<file path="config.mk">
export PLATFORM = sky130hd
export DESIGN_NAME = pll_reprog_seq
export DESIGN_NICKNAME = d
export VERILOG_FILES = /design/src/rtl/pll_seq_pkg.sv /design/src/rtl/pll_cfg_check.sv /design/src/rtl/pll_lock_div.sv /design/src/rtl/pll_reprog_seq.sv
export SDC_FILE = /design/constraint.sdc
export NUM_CORES = 1
export LEC_CHECK = 0
export CAP_MARGIN = 20
export CORE_AREA = 8 8 143 145
export CTS_CLUSTER_DIAMETER = 30
export DETAILED_ROUTE_END_ITERATION = 8
export DIE_AREA = 0 0 151 153
export GPL_TIMING_DRIVEN = 0
export PLACE_DENSITY = 0.7
export SETUP_SLACK_MARGIN = 0.15
export SLEW_MARGIN = 20
export SYNTH_ARGS = -nofsm -noshare
export SYNTH_HDL_FRONTEND = slang
export SYNTH_SLANG_ARGS = --single-unit
</file>
<file path="constraint.sdc">
create_clock -name clk -period 4.2 [get_ports clk]
set_input_delay 0.63 -clock clk [delete_from_list [all_inputs] [get_ports clk]]
set_output_delay 0.63 -clock clk [all_outputs]
set_load 0.01 [all_outputs]
</file>
<file path="src/rtl/pll_seq_pkg.sv">
package pll_seq_pkg;

   typedef enum logic [2:0] {
      ST_IDLE   = 3'd0,
      ST_BYPASS = 3'd1,
      ST_RESET  = 3'd2,
      ST_LOCK   = 3'd3,
      ST_ENABLE = 3'd4
   } seq_state_t;

   // Integer ceiling division used for elaboration-time constants.
   function automatic int ceil_div(input int a, input int b);
      return (a + b - 1) / b;
   endfunction

endpackage

</file>
<file path="src/rtl/pll_cfg_check.sv">
module pll_cfg_check #(
   parameter int FW         = 6,
   parameter int NMAX       = 32,
   parameter int MMIN       = 4,
   parameter int MMAX       = 32,
   parameter int PMAX       = 32,
   parameter int REF_KHZ    = 25000,
   parameter int FMIN_KHZ   = 300000,
   parameter int FMAX_KHZ   = 600000,
   parameter bit CHECK_FREQ = 1'b1
) (
   input  logic [FW-1:0] n,
   input  logic [FW-1:0] m,
   input  logic [FW-1:0] p,
   output logic          ok
);
   localparam int PW = 48;
   localparam logic [FW-1:0] ONE_V  = FW'(1);
   localparam logic [FW-1:0] NMAX_V = FW'(NMAX);
   localparam logic [FW-1:0] MMIN_V = FW'(MMIN);
   localparam logic [FW-1:0] MMAX_V = FW'(MMAX);
   localparam logic [FW-1:0] PMAX_V = FW'(PMAX);

   logic range_ok;
   logic freq_ok;

   assign range_ok = (n >= ONE_V) && (n <= NMAX_V) &&
                     (m >= MMIN_V) && (m <= MMAX_V) &&
                     (p >= ONE_V) && (p <= PMAX_V);

   generate
      if (CHECK_FREQ) begin : g_freq
         logic [PW-1:0] vco_scaled;
         logic [PW-1:0] lo_bound;
         logic [PW-1:0] hi_bound;
         assign vco_scaled = PW'(REF_KHZ) * PW'(m);
         assign lo_bound   = PW'(FMIN_KHZ) * PW'(n);
         assign hi_bound   = PW'(FMAX_KHZ) * PW'(n);
         assign freq_ok    = (vco_scaled >= lo_bound) && (vco_scaled <= hi_bound);
      end else begin : g_nofreq
         assign freq_ok = 1'b1;
      end
   endgenerate

   assign ok = range_ok && freq_ok;

endmodule

</file>
<file path="src/rtl/pll_lock_div.sv">
module pll_lock_div #(
   parameter int NUM_W = 16,
   parameter int DEN_W = 6
) (
   input  logic             clk,
   input  logic             rst_n,
   input  logic             start,
   input  logic [NUM_W-1:0] num,
   input  logic [DEN_W-1:0] den,
   output logic             done,
   output logic [NUM_W-1:0] quo
);
   localparam int RW = DEN_W + 1;
   localparam int CW = $clog2(NUM_W + 1);

   logic [RW-1:0]    rem_q;
   logic [NUM_W-1:0] q_q;
   logic [CW-1:0]    left_q;
   logic             done_q;
   logic [RW-1:0]    shifted;
   logic             fits;

   initial begin
      if (NUM_W < 2) $error("pll_lock_div: NUM_W too small");
      if (DEN_W < 1) $error("pll_lock_div: DEN_W too small");
   end

   // One restoring step per cycle: bring down the next numerator bit.
   assign shifted = {rem_q[RW-2:0], q_q[NUM_W-1]};
   assign fits    = shifted >= {1'b0, den};

   always_ff @(posedge clk or negedge rst_n) begin
      if (!rst_n) begin
         rem_q  <= '0;
         q_q    <= '0;
         left_q <= '0;
         done_q <= 1'b0;
      end else if (start) begin
         rem_q  <= '0;
         q_q    <= num;
         left_q <= CW'(NUM_W);
         done_q <= 1'b0;
      end else if (left_q != '0) begin
         rem_q  <= fits ? (shifted - {1'b0, den}) : shifted;
         q_q    <= {q_q[NUM_W-2:0], fits};
         left_q <= left_q - 1'b1;
         done_q <= (left_q == CW'(1));
      end else begin
         done_q <= 1'b0;
      end
   end

   assign done = done_q;
   assign quo  = q_q;

endmodule

</file>
<file path="src/rtl/pll_reprog_seq.sv">
module pll_reprog_seq
   import pll_seq_pkg::*;
#(
   parameter int FW         = 6,
   parameter int NMAX       = 32,
   parameter int MMIN       = 4,
   parameter int MMAX       = 32,
   parameter int PMAX       = 32,
   parameter int N_DEF      = 1,
   parameter int M_DEF      = 20,
   parameter int P_DEF      = 1,
   parameter int REF_KHZ    = 25000,
   parameter int FMIN_KHZ   = 300000,
   parameter int FMAX_KHZ   = 600000,
   parameter int LOCK_K     = 2000,
   parameter int RST_NS     = 1000,
   parameter bit CHECK_FREQ = 1'b1
) (
   input  logic          clk,
   input  logic          rst_n,
   input  logic          wr_en,
   input  logic [FW-1:0] wr_prediv,
   input  logic [FW-1:0] wr_mult,
   input  logic [FW-1:0] wr_postdiv,
   output logic          pll_en,
   output logic          pll_rst,
   output logic [FW-1:0] prediv_out,
   output logic [FW-1:0] mult_out,
   output logic [FW-1:0] postdiv_out,
   output logic          busy,
   output logic          cfg_err,
   output logic          overrun
);
   localparam int NUM_MAX = LOCK_K * NMAX + MMAX;
   localparam int NUM_W   = $clog2(NUM_MAX + 1);
   localparam int RST_RAW = ceil_div(RST_NS * (REF_KHZ / 1000), 1000)
                            + ((REF_KHZ % 1000) != 0 ? 1 : 0);
   localparam int RST_CYC = (RST_RAW < 1) ? 1 : RST_RAW;

   initial begin
      if (FW < $clog2(NMAX + 1) || FW < $clog2(MMAX + 1) || FW < $clog2(PMAX + 1))
         $error("pll_reprog_seq: FW too narrow for ratio limits");
      if (MMIN < 1 || MMIN > MMAX) $error("pll_reprog_seq: bad multiplier range");
      if (N_DEF < 1 || N_DEF > NMAX) $error("pll_reprog_seq: bad default pre-divider");
      if (M_DEF < MMIN || M_DEF > MMAX) $error("pll_reprog_seq: bad default multiplier");
      if (P_DEF < 1 || P_DEF > PMAX) $error("pll_reprog_seq: bad default post-divider");
      if (LOCK_K < MMAX) $error("pll_reprog_seq: lock constant gives zero-length wait");
      if (RST_CYC >= (1 << NUM_W)) $error("pll_reprog_seq: reset count exceeds counter");
      if (REF_KHZ < 1) $error("pll_reprog_seq: REF_KHZ must be positive");
   end

   seq_state_t       st_q;
   logic [FW-1:0]    n_q, m_q, p_q;
   logic [NUM_W-1:0] cnt_q;
   logic [NUM_W-1:0] lock_q;
   logic             go_q;
   logic             err_q;
   logic             ovr_q;

   logic             busy_w;
   logic             wr_ok;
   logic             accept;
   logic             relock;
   logic             div_done;
   logic [NUM_W-1:0] div_quo;
   logic [NUM_W-1:0] div_num;

   assign busy_w = (st_q == ST_BYPASS) || (st_q == ST_RESET) || (st_q == ST_LOCK);
   assign accept = wr_en && !busy_w;
   assign relock = (wr_prediv != n_q) || (wr_mult != m_q);

   pll_cfg_check #(
      .FW(FW), .NMAX(NMAX), .MMIN(MMIN), .MMAX(MMAX), .PMAX(PMAX),
      .REF_KHZ(REF_KHZ), .FMIN_KHZ(FMIN_KHZ), .FMAX_KHZ(FMAX_KHZ),
      .CHECK_FREQ(CHECK_FREQ)
   ) u_check (
      .n (wr_prediv),
      .m (wr_mult),
      .p (wr_postdiv),
      .ok(wr_ok)
   );

   // Ceiling of LOCK_K*N/M, obtained by biasing the numerator by M-1.
   assign div_num = NUM_W'(LOCK_K) * NUM_W'(n_q) + NUM_W'(m_q) - NUM_W'(1);

   pll_lock_div #(
      .NUM_W(NUM_W),
      .DEN_W(FW)
   ) u_div (
      .clk  (clk),
      .rst_n(rst_n),
      .start(go_q),
      .num  (div_num),
      .den  (m_q),
      .done (div_done),
      .quo  (div_quo)
   );

   always_ff @(posedge clk or negedge rst_n) begin
      if (!rst_n) begin
         st_q   <= ST_BYPASS;
         n_q    <= FW'(N_DEF);
         m_q    <= FW'(M_DEF);
         p_q    <= FW'(P_DEF);
         cnt_q  <= '0;
         lock_q <= '0;
         go_q   <= 1'b1;
         err_q  <= 1'b0;
         ovr_q  <= 1'b0;
      end else begin
         go_q <= 1'b0;
         unique case (st_q)
            ST_BYPASS: begin
               if (div_done) begin
                  lock_q <= div_quo;
                  cnt_q  <= NUM_W'(RST_CYC - 1);
                  st_q   <= ST_RESET;
               end
            end
            ST_RESET: begin
               if (cnt_q == '0) begin
                  cnt_q <= lock_q;
                  st_q  <= ST_LOCK;
               end else begin
                  cnt_q <= cnt_q - 1'b1;
               end
            end
            ST_LOCK: begin
               if (cnt_q == NUM_W'(1)) st_q <= ST_ENABLE;
               else                    cnt_q <= cnt_q - 1'b1;
            end
            ST_ENABLE: st_q <= ST_IDLE;
            default:   st_q <= ST_IDLE;
         endcase

         if (wr_en && busy_w) begin
            ovr_q <= 1'b1;
         end else if (accept) begin
            if (!wr_ok) begin
               err_q <= 1'b1;
            end else begin
               err_q <= 1'b0;
               ovr_q <= 1'b0;
               p_q   <= wr_postdiv;
               if (relock) begin
                  n_q  <= wr_prediv;
                  m_q  <= wr_mult;
                  go_q <= 1'b1;
                  st_q <= ST_BYPASS;
               end
            end
         end
      end
   end

   assign pll_en      = (st_q == ST_IDLE) || (st_q == ST_ENABLE);
   assign pll_rst     = (st_q == ST_RESET);
   assign busy        = busy_w;
   assign prediv_out  = n_q;
   assign mult_out    = m_q;
   assign postdiv_out = p_q;
   assign cfg_err     = err_q;
   assign overrun     = ovr_q;

endmodule

</file>
Yosys cells after proc, flatten, opt, wreduce, memory -nomap -nowiden
Cells that the tools add are included.
- $add $sub $neg: 5
- multiply operators: 4
- divide/modulo/power cells: 0
- order comparisons: 9
- eq/ne operators: 10
- shift operators: 0
- multiplexer cells: 29
- bitwise gates (word level): 1
- reduce and logical (&&, ||, !) cells: 27
- operators by type and width (operator ; count):
    2-to-1 mux 16 bit ; 5
    case mux 16 bit (3 select lines) ; 1
    multiplier 14 x 6 -> 20 bit (first input constant) ; 2
    subtractor 16 x 1 -> 16 bit (second input constant) ; 2
    <= comparator 21 x 26 -> 1 bit ; 1
    greater-or-equal comparator 21 x 25 -> 1 bit ; 1
    2-to-1 mux 3 bit ; 7
    <= comparator 6 bit (second input constant) ; 3
    multiplier 12 x 6 -> 18 bit (first input constant) ; 1
    2-to-1 mux 6 bit ; 3
    adder 16 x 6 -> 16 bit ; 1
    equality test 16 x 1 -> 1 bit (second input constant) ; 1
    zero test 16 bit ; 1
    greater-or-equal comparator 6 x 1 -> 1 bit (second input constant) ; 2
    multiplier 7 x 6 -> 12 bit (first input constant) ; 1
    inequality test 6 bit ; 2
    2-to-1 mux 1 bit ; 10
    2-to-1 mux 5 bit ; 2
    logical AND 1 bit ; 9
    case mux 3 bit (3 select lines) ; 1
    greater-or-equal comparator 7 x 6 -> 1 bit ; 1
    equality test 3 x 2 -> 1 bit (second input constant) ; 2
    greater-or-equal comparator 6 x 3 -> 1 bit (second input constant) ; 1
    AND reduction 2 bit ; 3
    other kinds (16) ; 22
- register bits: 84
- bits in latches: 0
- memory bits (writable): 0
- memory bits (read-only): 0
- input port bits: 21
- output and inout bits: 23
- word-level logic and storage cells: 98
- memories: 0

Logic depth before layout (Yosys ltp)
- depth after elaboration: 10
- mapped depth: 23
- depth with buffers taken out: 22

By module
Synthesis repeated with hierarchy kept, for this count alone.
- cell total of the unflattened synthesis: 1046
- area total of the unflattened synthesis: 9292.7 um^2
- by module, submodules not included (module ; instances ; cells each ; area each (um^2) ; seq. area each (um^2)):
    pll_reprog_seq ; 1 ; 507 ; 4463.0 ; 1408.9
    pll_cfg_check ; 1 ; 371 ; 3215.6 ; 0.0
    pll_lock_div ; 1 ; 168 ; 1614.0 ; 700.7

Worst setup path after synthesis
OpenSTA, ideal clock, no wires.
- path kind: in2reg
- start point: in wr_prediv[3]
- end point: reg p_q[1] (netlist: postdiv_out[1])
- setup time: 0.125 ns
- arrival time: 5.507 ns
- required time: 4.075 ns
- path slack: -1.432 ns
- stages: 19
- buffers on the path: 0
- cell sequence: fa_1 > inv_1 > fa_1 > fa_1 > inv_1 > ha_1 > nor2b_1 > o31a_1 > a21o_1 > ha_1 > a21o_1 > a211o_1 > a211oi_1 > a21oi_1 > maj3_2 > a221oi_2 > o31ai_4 > nand4_4 > mux2_2
- word-level cells in the longest chain between the ends: 8
- ends and longest elaborated chain (what ; RTL line ; text):
    start: declaration ; pll_reprog_seq.sv:22 ; input logic [FW-1:0] wr_prediv,
    branches (longest 6 deep; another with <= comparator 21 x 26 -> 1 bit) ; -- ;
    logical AND 1 bit * ; pll_cfg_check.sv:45 ; assign ok = range_ok && freq_ok;
    AND reduction 3 bit (no source line) * ; -- ;
    end signal: assignment ; pll_reprog_seq.sv:104 ; p_q <= FW'(P_DEF);
    end signal: assignment ; pll_reprog_seq.sv:144 ; p_q <= wr_postdiv;
    end: declaration ; pll_reprog_seq.sv:53 ; logic [FW-1:0] n_q, m_q, p_q;
Mark *: on every way between the ends.
A chain may end at the register's enable or synchronous reset.

Worst setup path after layout
- start point: in wr_prediv[4]
- end point: reg p_q[3] (netlist: postdiv_out[3])
The elaborated chain is that of the path after synthesis.

==> metrics <==
status=finished, violations left; failing checks=negative setup slack; Routed Antenna Nets=0; Core Region=18300 um^2; Post-synth EDFFs=0; Clk Latency, worst-skew pair=350 ps; DR vias=7375; grt total ovfl=0; #FFs+latches synth=84; Final Util=59.6%; DRT Pass-1 Iters=5; Final GP Congestion=0.884; fin crit share=124%; asr flop ratio synth=100%; starting density of the core=48.9%; commonest non-fill, non-tap cell in the layout=ha_1; worst setup path class=in2reg; Power Density=667 nW/um^2; First DRT Iteration DRCs=350; Diodes inserted=0; fmax=191 MHz; Max-Cap Viols=0; top-level port count=44; Root Driver=clkbuf_16; WL/cell=16.0 um; number of global-route vias before repair=7252; cts hold-fix bufs=0; Synthesized Nets=1207; CP most frequent cell=fa_1; peak per-stage delay on the critical path=540 ps; Die Y=153 um; routed vias/inst=5.54; post-synth top area share=22.0%; Fin Clk Skew=8.29 ps; worst min path class=in2async; Unique masters post-synth=76; fraction of layout cells with a size suffix above 1=16.1%; top fanout value on the critical path=7; largest family of logic cells by synthesized area=adder cells; Leak=5.22 nW; max-slew violations=0; Hold WS=203 ps; kind of end point of the critical path=register; Residual DRC=0; Avg Cell Area, Syn=8.93 um^2; first-pass GRT wire length=34900 um; crit path cell chain=buf_12 > fa_1 > inv_2 > fa_1 > fa_1 > inv_2 > ha_4 > nor2b_4 > o31a_1 > a21o_1 > ha_4 > a21o_1 > a211o_1 > a211oi_2 > a21oi_2 > maj3_2 > a221oi_4 > o31ai_4 > nand4_4 > mux2_4; Period minus WS final=5220 ps; sequential-to-total area share from yosys stat=23.6%; # clock sinks=84; ranking of synthesized cells by area=ha_1 (22%), dfrtp_1 (22%), fa_1 (6.5%), inv_1 (5.3%), xnor2_1 (4.1%); post-synthesis adder-cell area fraction=28.6%; setup violators final=24; startpoint types=input pin; post-synthesis mux area share=4.15%; CTS tree=yes; CP required=4430 ps; Yosys Warn Count=0; compound-cell area share of the yosys netlist=17.5%; Syn Std Cell Area=8930 um^2; H-tree levels=3; peak supply drop=0.468 mV; post-synthesis simple-gate area fraction=13.2%; worst relative slew slack=25.5%; endpoints failing hold=0; Finished Layout Cells=1332; Clk pin slew, worst setup/hold paths=70 ps; Die ar.=23100 um^2; row count=50; initial antenna violation count=0; prevailing post-synth register cell=dfrtp_1; cell taking the most area after synthesis=ha_1; number of port buffers=43; largest net degree at the start of global routing=58; Syn Inst Count=1000; RSZ-0062 raised after global routing=yes; total CTS buffers=9; drt total wl=21300 um; critical path arrival=5450 ps; total power=7.26 mW; nets=1300; slowest stage cell on the critical path=fa_1; setup TNS=-21710 ps; most frequent cells in the layout=ha_1 (142), inv_1 (116), nand2_1 (88); Fillers=1597; final worst slack=-1020 ps; All-Layer GR Usage=18.5%; Layout Area Growth over Synthesis=21.8%; Horiz. Die Dim=151 um; Post-DP HPWL=16600 um; XOR/XNOR Fraction of Synth Area=6.47%; Worst-Margin Slew=1110 ps; Placed Instances=1278; clock tree buffer depth=2
-- logic make-up (layout without fill, tap and decap cells) --
logic type               after synthesis  count (layout)
buffers and inverters                151             249
adder cells (fa/ha/maj)              187             187
AO/OA/AOI/OAI                        234             234
AND/OR/NAND/NOR                      242             242
flip-flops                            84              84
multiplexers                          36              36
XOR/XNOR                              66              66
-- through the flow --
step	setup WS, ps	instance area, um^2
final	-1020	10900
after global routing	-1230	10900
after CTS	-1050	10600
after detailed placement	-2350	9840
after global placement	-2240	9810
after floorplan	-1100	9090
-- sequential cells by signal (all words and copies together), names as in the netlist, 3 cells and up --
register,flops
cnt_q,16
lock_q,16
mult_out,6
postdiv_out,6
prediv_out,6
st_q,3
u_div.left_q,5
u_div.quo,16
u_div.rem_q,6
-- layer usage --
metal	GRT usage, %	routed length (um)	up-vias
met3	3.07	789	39
met2	31.5	10200	132
li1	-	-	3683
met5	0	0	-
met4	6.93	650	0
met1	22.9	9660	3521
-- area by class of cell --
cell class	count	area [um^2]	area share [%]
multi-input combinational	765	6810	62.6
sequential	84	2120	19.4
timing repair buffer	82	772	7.10
inverter	127	477	4.38
tap	234	293	2.69
clock buffer	9	225	2.07
buffer	24	109	1.00
clock inverter	7	73.8	0.679
-- worst max-delay path: cells and delay by family --
kind | cells | cell delay [ps]
fa+ha+maj | 6 | 2260
compound gates | 8 | 1690
simple gates | 2 | 330
mux | 1 | 320
buf+inv | 3 | 200
-- power breakdown --
group          switching, mW  total (mW)  internal [mW]
clock network          0.334       0.797          0.463
registers              0.218        1.30           1.08
logic                   2.66        5.16           2.50
total                   3.21        7.26           4.05
-- timing repair --
action	4_1_cts	5_1_grt
resized for setup	114	40
endpoints found under the setup margin	28	27
pin swaps	34	31
cloned	0	1
buffers inserted	27	10
-- cell usage after synthesis, types with 19 or more instances --
cell,instances
a21o_1,19
a21oi_1,63
clkbuf_1,20
dfrtp_1,78
fa_1,29
ha_1,157
inv_1,127
mux2i_1,28
nand2_1,90
nand3_1,23
nor2_1,43
o21ai_0,56
xnor2_1,42
xor2_1,24
-- final timing paths --
kind | slack, ps | depth (start not counted) | startpoint | end
max in group asynchronous | 3350 | 2 | rst_n | mult_out[4]
min in group clk | 480 | 2 | lock_q[9] | lock_q[9]
min | 200 | 1 | rst_n | cnt_q[2]
min reg2reg | 480 | 2 | lock_q[9] | lock_q[9]
max reg2reg | -120 | 18 | prediv_out[0] | u_div.quo[15]
max | -1020 | 20 | wr_prediv[4] | postdiv_out[3]
(Power assumes the default switching activity.)
